### config.mk
export PLATFORM = sky130hd
export DESIGN_NAME = runflt_top
export DESIGN_NICKNAME = d
export VERILOG_FILES = /design/src/rtl/runflt_pkg.sv /design/src/rtl/runflt_next.sv /design/src/rtl/runflt_state_reg.sv /design/src/rtl/runflt_outsel.sv /design/src/rtl/runflt_top.sv
export SDC_FILE = /design/constraint.sdc
export NUM_CORES = 1
export LEC_CHECK = 0
export BUFFER_PORTS_ARGS = -buffer_cell sky130_fd_sc_hd__buf_4
export CAP_MARGIN = 10
export CORE_AREA = 2 2 39 41
export DETAILED_ROUTE_END_ITERATION = 10
export DIE_AREA = 0 0 41 43
export RECOVER_POWER = 50
export SYNTH_ARGS = -nofsm -noshare
export SYNTH_HDL_FRONTEND = slang
export SYNTH_SLANG_ARGS = --single-unit
### constraint.sdc
create_clock -name clk -period 1.85 [get_ports clk]
set_input_delay 0.37 -clock clk [delete_from_list [all_inputs] [get_ports clk]]
set_output_delay 0.37 -clock clk [all_outputs]
set_load 0.03 [all_outputs]
### src/rtl/runflt_pkg.sv
package runflt_pkg;

  localparam int RF_RUN_LEN = 3;
  localparam int RF_CNT_W   = $clog2(RF_RUN_LEN + 1);
  localparam int RF_ST_W    = RF_CNT_W + 1;
  localparam logic [RF_CNT_W-1:0] RF_LAST = RF_CNT_W'(RF_RUN_LEN - 1);

  // Encoding: bit 2 is the held level, bits 1:0 hold run+1 (00 means idle).
  // Code 3'b100 is unused and recovers to idle.
  typedef enum logic [RF_ST_W-1:0] {
    RF_IDLE = 3'b000,
    RF_LO0  = 3'b001,
    RF_LO1  = 3'b010,
    RF_LO2  = 3'b011,
    RF_HI0  = 3'b101,
    RF_HI1  = 3'b110,
    RF_HI2  = 3'b111
  } rf_state_t;

  function automatic logic st_pol(rf_state_t s);
    return s[RF_ST_W-1];
  endfunction

  function automatic logic [RF_CNT_W-1:0] st_run(rf_state_t s);
    return s[RF_CNT_W-1:0] - RF_CNT_W'(1);
  endfunction

  function automatic rf_state_t st_make(logic pol, logic [RF_CNT_W-1:0] run);
    return rf_state_t'({pol, run + RF_CNT_W'(1)});
  endfunction

endpackage

### src/rtl/runflt_next.sv
module runflt_next
  import runflt_pkg::*;
(
  input  rf_state_t cur_i,
  input  logic      valid_i,
  input  logic      bit_i,
  output rf_state_t nxt_o,
  output logic      seed_evt_o,
  output logic      switch_evt_o,
  output logic      clear_evt_o,
  output logic      count_evt_o
);

  logic                pol;
  logic [RF_CNT_W-1:0] run;

  assign pol = st_pol(cur_i);
  assign run = st_run(cur_i);

  always_comb begin
    nxt_o        = cur_i;
    seed_evt_o   = 1'b0;
    switch_evt_o = 1'b0;
    clear_evt_o  = 1'b0;
    count_evt_o  = 1'b0;
    case (cur_i)
      RF_IDLE: begin
        if (valid_i) begin
          nxt_o      = st_make(bit_i, '0);
          seed_evt_o = 1'b1;
        end
      end
      RF_LO0, RF_LO1, RF_LO2, RF_HI0, RF_HI1, RF_HI2: begin
        if (valid_i) begin
          if (bit_i == pol) begin
            nxt_o       = st_make(pol, '0);
            clear_evt_o = 1'b1;
          end else if (run == RF_LAST) begin
            nxt_o        = st_make(~pol, '0);
            switch_evt_o = 1'b1;
          end else begin
            nxt_o       = st_make(pol, run + RF_CNT_W'(1));
            count_evt_o = 1'b1;
          end
        end
      end
      default: nxt_o = RF_IDLE;
    endcase
  end

endmodule

### src/rtl/runflt_state_reg.sv
module runflt_state_reg
  import runflt_pkg::*;
(
  input  logic      clk,
  input  logic      rst,
  input  rf_state_t nxt_i,
  output rf_state_t cur_o
);

  always_ff @(posedge clk) begin
    if (rst) cur_o <= RF_IDLE;
    else     cur_o <= nxt_i;
  end

  // reset lands in the idle state
  a_r10_reset_idle: assert property (@(posedge clk) rst |=> cur_o == RF_IDLE);

endmodule

### src/rtl/runflt_outsel.sv
module runflt_outsel #(
  parameter bit MEALY = 1'b1
) (
  input  logic clk,
  input  logic rst,
  input  logic valid_i,
  input  logic cur_pol_i,
  input  logic nxt_pol_i,
  input  logic switch_evt_i,
  input  logic seed_evt_i,
  output logic out_o
);

  generate
    if (MEALY) begin : g_early
      assign out_o = valid_i ? nxt_pol_i : cur_pol_i;
      // the switching sample already shows the new level
      a_r8_early_switch: assert property (@(posedge clk) disable iff (rst)
        switch_evt_i |-> out_o != cur_pol_i);
    end else begin : g_late
      assign out_o = cur_pol_i;
      // without a seed or switch last cycle the output holds
      a_r9_late_stable: assert property (@(posedge clk) disable iff (rst)
        !(switch_evt_i || seed_evt_i) |=> $stable(out_o));
      // the switch shows one edge later
      a_r9_late_switch: assert property (@(posedge clk) disable iff (rst)
        switch_evt_i |=> out_o != $past(out_o));
    end
  endgenerate

endmodule

### src/rtl/runflt_top.sv
module runflt_top
  import runflt_pkg::*;
#(
  parameter bit MEALY = 1'b1
) (
  input  logic clk,
  input  logic rst,
  input  logic smp_valid,
  input  logic smp_bit,
  output logic filt_out
);

  rf_state_t cur_st;
  rf_state_t nxt_st;
  logic      seed_evt;
  logic      switch_evt;
  logic      clear_evt;
  logic      count_evt;

  runflt_next u_next (
    .cur_i        (cur_st),
    .valid_i      (smp_valid),
    .bit_i        (smp_bit),
    .nxt_o        (nxt_st),
    .seed_evt_o   (seed_evt),
    .switch_evt_o (switch_evt),
    .clear_evt_o  (clear_evt),
    .count_evt_o  (count_evt)
  );

  runflt_state_reg u_state (
    .clk   (clk),
    .rst   (rst),
    .nxt_i (nxt_st),
    .cur_o (cur_st)
  );

  runflt_outsel #(.MEALY(MEALY)) u_out (
    .clk          (clk),
    .rst          (rst),
    .valid_i      (smp_valid),
    .cur_pol_i    (st_pol(cur_st)),
    .nxt_pol_i    (st_pol(nxt_st)),
    .switch_evt_i (switch_evt),
    .seed_evt_i   (seed_evt),
    .out_o        (filt_out)
  );

  // the first accepted sample seeds the level with an empty run
  a_r2_seed: assert property (@(posedge clk) disable iff (rst)
    (cur_st == RF_IDLE && smp_valid) |=>
      (st_pol(cur_st) == $past(smp_bit) && st_run(cur_st) == '0));

  // third opposing 1 from a low level raises the output
  a_r3_rise: assert property (@(posedge clk) disable iff (rst)
    (cur_st == RF_LO2 && smp_valid && smp_bit) |=> cur_st == RF_HI0);

  // third opposing 0 from a high level lowers the output
  a_r4_fall: assert property (@(posedge clk) disable iff (rst)
    (cur_st == RF_HI2 && smp_valid && !smp_bit) |=> cur_st == RF_LO0);

  // an agreeing sample empties the run
  a_r5_clear: assert property (@(posedge clk) disable iff (rst)
    clear_evt |=> (st_run(cur_st) == '0 && st_pol(cur_st) == $past(smp_bit)));

  // idle cycles freeze the state
  a_r6_hold: assert property (@(posedge clk) disable iff (rst)
    (!smp_valid && cur_st != RF_IDLE) |=> $stable(cur_st));

  // a partial run keeps the level and grows by one
  a_r7_count: assert property (@(posedge clk) disable iff (rst)
    count_evt |=> (st_pol(cur_st) == $past(st_pol(cur_st)) &&
                   st_run(cur_st) == $past(st_run(cur_st)) + RF_CNT_W'(1)));

  // a switch starts the next run from zero
  a_r7_fresh_run: assert property (@(posedge clk) disable iff (rst)
    switch_evt |=> st_run(cur_st) == '0);

  // at most one kind of event per cycle
  a_r7_one_event: assert property (@(posedge clk) disable iff (rst)
    $onehot0({seed_evt, switch_evt, clear_evt, count_evt}));

endmodule

==> results.md <==
## Outcome
* finished clean — run status

## Clock tree
* 3 — Clock Sink Count
* 0 — Post-CTS Setup Repair Bufs
* 0 — hold buffers post-CTS
* sky130_fd_sc_hd__clkbuf_4 — Clk Tree Root Cell
* 1 — number of H-tree levels
* 230 ps — Clock Latency Late Sink
* 3 — number of buffers created by CTS
* 2 — maximum clock path buffer count
* 30 ps — Clk pin slew, worst setup/hold paths
* done — TritonCTS clock tree

## Synthesis
* 0 — number of synthesis warnings
* 7.90 um^2 — average footprint of a synthesized cell
* 0.185 — register area share after synthesis
* 3 — Yosys reg bits
* 41 — gate count of the mapped netlist
* 25 — unique cell type count in the Yosys netlist
* 324 um^2 — summed instance area of the synthesized netlist
* 49 — synthesized netlist net count

## Timing
* 0.964 — Tcrit/Tclk final
* 561 MHz — maximum clock rate
* 337 ps — tightest hold margin
* yes — setup repair after global routing missed its margin
* 0 — Pins Over Slew Limit
* 0.884 ps — post-route clock skew
* 0.695 — remaining max-slew budget at the tightest pin
* 451 ps — slew at the pin closest to its max-slew limit
* 0 — Final Setup Violations
* 0 — final number of hold-violating endpoints
* 1780 ps — final critical delay including setup and external delays
* 0 ps — sum of negative setup slack

## Place
* 382 um^2 — placed cell area
* 4 — number of buffers inserted by port buffering
* 62 — cell count after placement
* 0.815 — GPL Wtd Cong
* 470 um — total half-perimeter wirelength after legalization and detailed placement

## Pwr
* 0.189 mW — Int Pwr
* 0.413 — part of the power in the clock network
* 0.304 — combinational fraction of design power
* 329 uV — worst vdd ir
* 0.296 — switching share of total power
* 0.0795 mW — switching power
* 601 nW/um^2 — power density cells
* 0.283 — share of total power in sequential cells
* 0.178 nW — leakage power of the design

## Routing
* 4.70 — average via count per standard cell
* 671 um — sum of routed wire length over all layers
* 0 — Final ANT Viol Nets
* 10.2 um — average wire length per cell after detail routing
* 310 — routed via count
* 1 — iteration count of the initial detailed-routing pass
* 0 — DR DRC count
* 0 — first-iteration detailed-routing DRC count

## Floorplan
* 0.234 — effective utilization at floorplan
* 14 — cell row count
* 41 um — Chip Width
* 1760 um^2 — Total Die Area
* 1380 um^2 — core box area
* 43 um — Die Height
* 5 — I/O Pins

## Setup path
* 1410 ps — WP data arrival
* primary output — critical path endpoint category
* reg -> out — critical path class
* flip-flop — element type at the critical path start
* sky130_fd_sc_hd__buf_6 — most numerous cell on the critical path
* 5 — worst-path maximum fanout
* buf_6 > o31ai_4 > o21ai_1 > a32o_2 > buf_6 — cell breakdown of the critical path
* u_state.cur_o[1]$_SDFFE_PP0P_ — reg-to-reg startpoint
* 330 ps — worst stage delay on the critical path
* 5 — R2R cell count
* 530 ps — minimum setup slack among reg-to-reg paths
* u_state.cur_o[2]$_SDFF_PP0_ — capture point of the worst reg-to-reg path
* 1480 ps — CP Data Required Time
* sky130_fd_sc_hd__dfxtp_2 — Max stage delay cell, worst path

## Cells and area
* 153 — total of fill cells in the finished design
* 447 um^2 — Layout Cell Area excl Fill
* u_state.cur_o — largest reg by FF count
* 65.1 um^2 — area of all sequential standard cells
* 3 — flip-flop count of the largest register after layout
* 59 — # nets final
* u_state.cur_o (3) — biggest regs
* 66 — non-filler cells, final
* 0 — count of antenna diodes in the layout
* 0.500 — fraction of layout cells with a size suffix above 1
* 0.323 — utilization of the core after routing
* 37.8% — layout-stage area growth over the synthesis result
* 260 um^2 — area of the multi-input gates

## Job
* 0 — # Max-Cap Violations

## GRT
* 9 — largest net degree at the start of global routing
* 1190 um — first-pass GRT wire length
* 0 — antenna violations before repair
* 0.103 — overall fraction of global-route tracks in use
* 0 — leftover overflow at the end of global routing
* 307 — via count of the first global-routing pass

## Hold path
* u_state.cur_o[2]$_SDFF_PP0_ — Min-Delay Endpoint
* rst — origin of the worst min-delay path
* in -> reg — path type of the worst min-delay path
* 2 — Min-Delay Path Depth

==> power by group through the flow <==
stage	Combinational, mW	Sequential [mW]	Clock [mW]
after floorplan	0.0516	0.0760	0
after global placement	0.0731	0.0761	0
after detailed placement	0.0733	0.0761	0
after CTS	0.0741	0.0748	0.117
after global routing	0.0910	0.0765	0.119
final	0.0814	0.0760	0.111
==> cells in the final DEF (no fill, tap or decap), types with 2 or more instances in the layout <==
| cell type | n |
|---|---|
| sky130_fd_sc_hd__a21oi_2 | 2 |
| sky130_fd_sc_hd__buf_4 | 5 |
| sky130_fd_sc_hd__buf_6 | 2 |
| sky130_fd_sc_hd__clkbuf_4 | 3 |
| sky130_fd_sc_hd__ha_2 | 3 |
| sky130_fd_sc_hd__inv_1 | 2 |
| sky130_fd_sc_hd__inv_2 | 2 |
| sky130_fd_sc_hd__nand2_1 | 3 |
| sky130_fd_sc_hd__nor2_1 | 4 |
| sky130_fd_sc_hd__nor3_1 | 2 |
| sky130_fd_sc_hd__o21ai_1 | 2 |
==> worst max path at each step <==
stage,start,endpoint,cells after the start
floorplan,u_state.cur_o[1]$_SDFFE_PP0P_,filt_out,5
global placement,u_state.cur_o[1]$_SDFFE_PP0P_,filt_out,6
detailed placement,u_state.cur_o[1]$_SDFFE_PP0P_,filt_out,6
CTS,u_state.cur_o[1]$_SDFFE_PP0P_,filt_out,6
global route,u_state.cur_o[0]$_SDFFE_PP0P_,filt_out,5
finish,u_state.cur_o[0]$_SDFFE_PP0P_,filt_out,5
==> metal layers <==
metal	vias up	track usage	routed length (um)
met5	-	0	0
met4	0	0.0800	0
met3	0	0.0314	15
met2	3	0.147	349
met1	140	0.122	307
li1	167	-	-
==> worst max-delay path: cells and delay by family, from the launching register on <==
| family | cells | cell delay, ps |
|---|---|---|
| compound gates | 3 | 580 |
| flops | 1 | 330 |
| buf+inv | 2 | 260 |
==> area by class of cell <==
cell class | instances | area share
multi-input combinational | 32 | 0.583
timing repair buffer | 7 | 0.134
tap | 16 | 0.0448
inverter | 4 | 0.0336
clock buffer | 4 | 0.0588
sequential | 3 | 0.146
==> cells in the mapped netlist <==
library cell | count | area [um^2]
sky130_fd_sc_hd__o22ai_1 | 1 | 6.26
sky130_fd_sc_hd__xnor2_1 | 1 | 8.76
sky130_fd_sc_hd__dfxtp_1 | 3 | 60.1
sky130_fd_sc_hd__a22oi_1 | 1 | 7.51
sky130_fd_sc_hd__inv_1 | 3 | 11.3
sky130_fd_sc_hd__buf_4 | 2 | 15.0
sky130_fd_sc_hd__ha_1 | 4 | 50.1
sky130_fd_sc_hd__mux2_4 | 1 | 15.0
sky130_fd_sc_hd__a21oi_1 | 2 | 10.0
sky130_fd_sc_hd__o41ai_1 | 1 | 8.76
sky130_fd_sc_hd__nor3_1 | 2 | 10.0
sky130_fd_sc_hd__nor2_1 | 4 | 15.0
sky130_fd_sc_hd__o21ai_0 | 2 | 10.0
sky130_fd_sc_hd__o31ai_1 | 1 | 7.51
sky130_fd_sc_hd__nor3b_1 | 1 | 7.51
sky130_fd_sc_hd__inv_2 | 1 | 3.75
sky130_fd_sc_hd__nand2_1 | 3 | 11.3
sky130_fd_sc_hd__nand2b_1 | 1 | 6.26
sky130_fd_sc_hd__o21ai_1 | 1 | 5.00
sky130_fd_sc_hd__nor3_2 | 1 | 10.0
sky130_fd_sc_hd__a21oi_2 | 1 | 8.76
sky130_fd_sc_hd__a32o_1 | 1 | 10.0
sky130_fd_sc_hd__nand2_2 | 1 | 6.26
sky130_fd_sc_hd__o211ai_1 | 1 | 7.51
sky130_fd_sc_hd__o211ai_2 | 1 | 12.5
==> kinds of logic (layout without fill, tap and decap cells) <==
group                      after synthesis  after routing  share of synthesized area
xor gates and xnor gates                 1              1                     0.0270
DFF                                      3              3                      0.185
muxes                                    1              1                     0.0463
adders and majority gates                4              4                      0.154
and+or+nand+nor                         13             13                      0.205
buffers and inverters                    6             15                     0.0926
AOI/OAI and AO/OA                       13             13                      0.290
==> metrics by stage <==
stage | total power [mW] | setup slack, ps
global placement | 0.149 | 166
floorplan | 0.128 | 254
detailed placement | 0.149 | 148
finish | 0.268 | 66.8
CTS | 0.266 | 14.4
global route | 0.287 | -8.58
==> repair_timing <==
| action | 4_1_cts | 5_1_grt |
|---|---|---|
| pin swaps | 0 | 1 |
| endpoints found under the hold margin | 0 | 0 |
| gates resized for setup | 5 | 9 |
| endpoints found under the setup margin | 1 | 1 |
(Power assumes the default switching activity.)
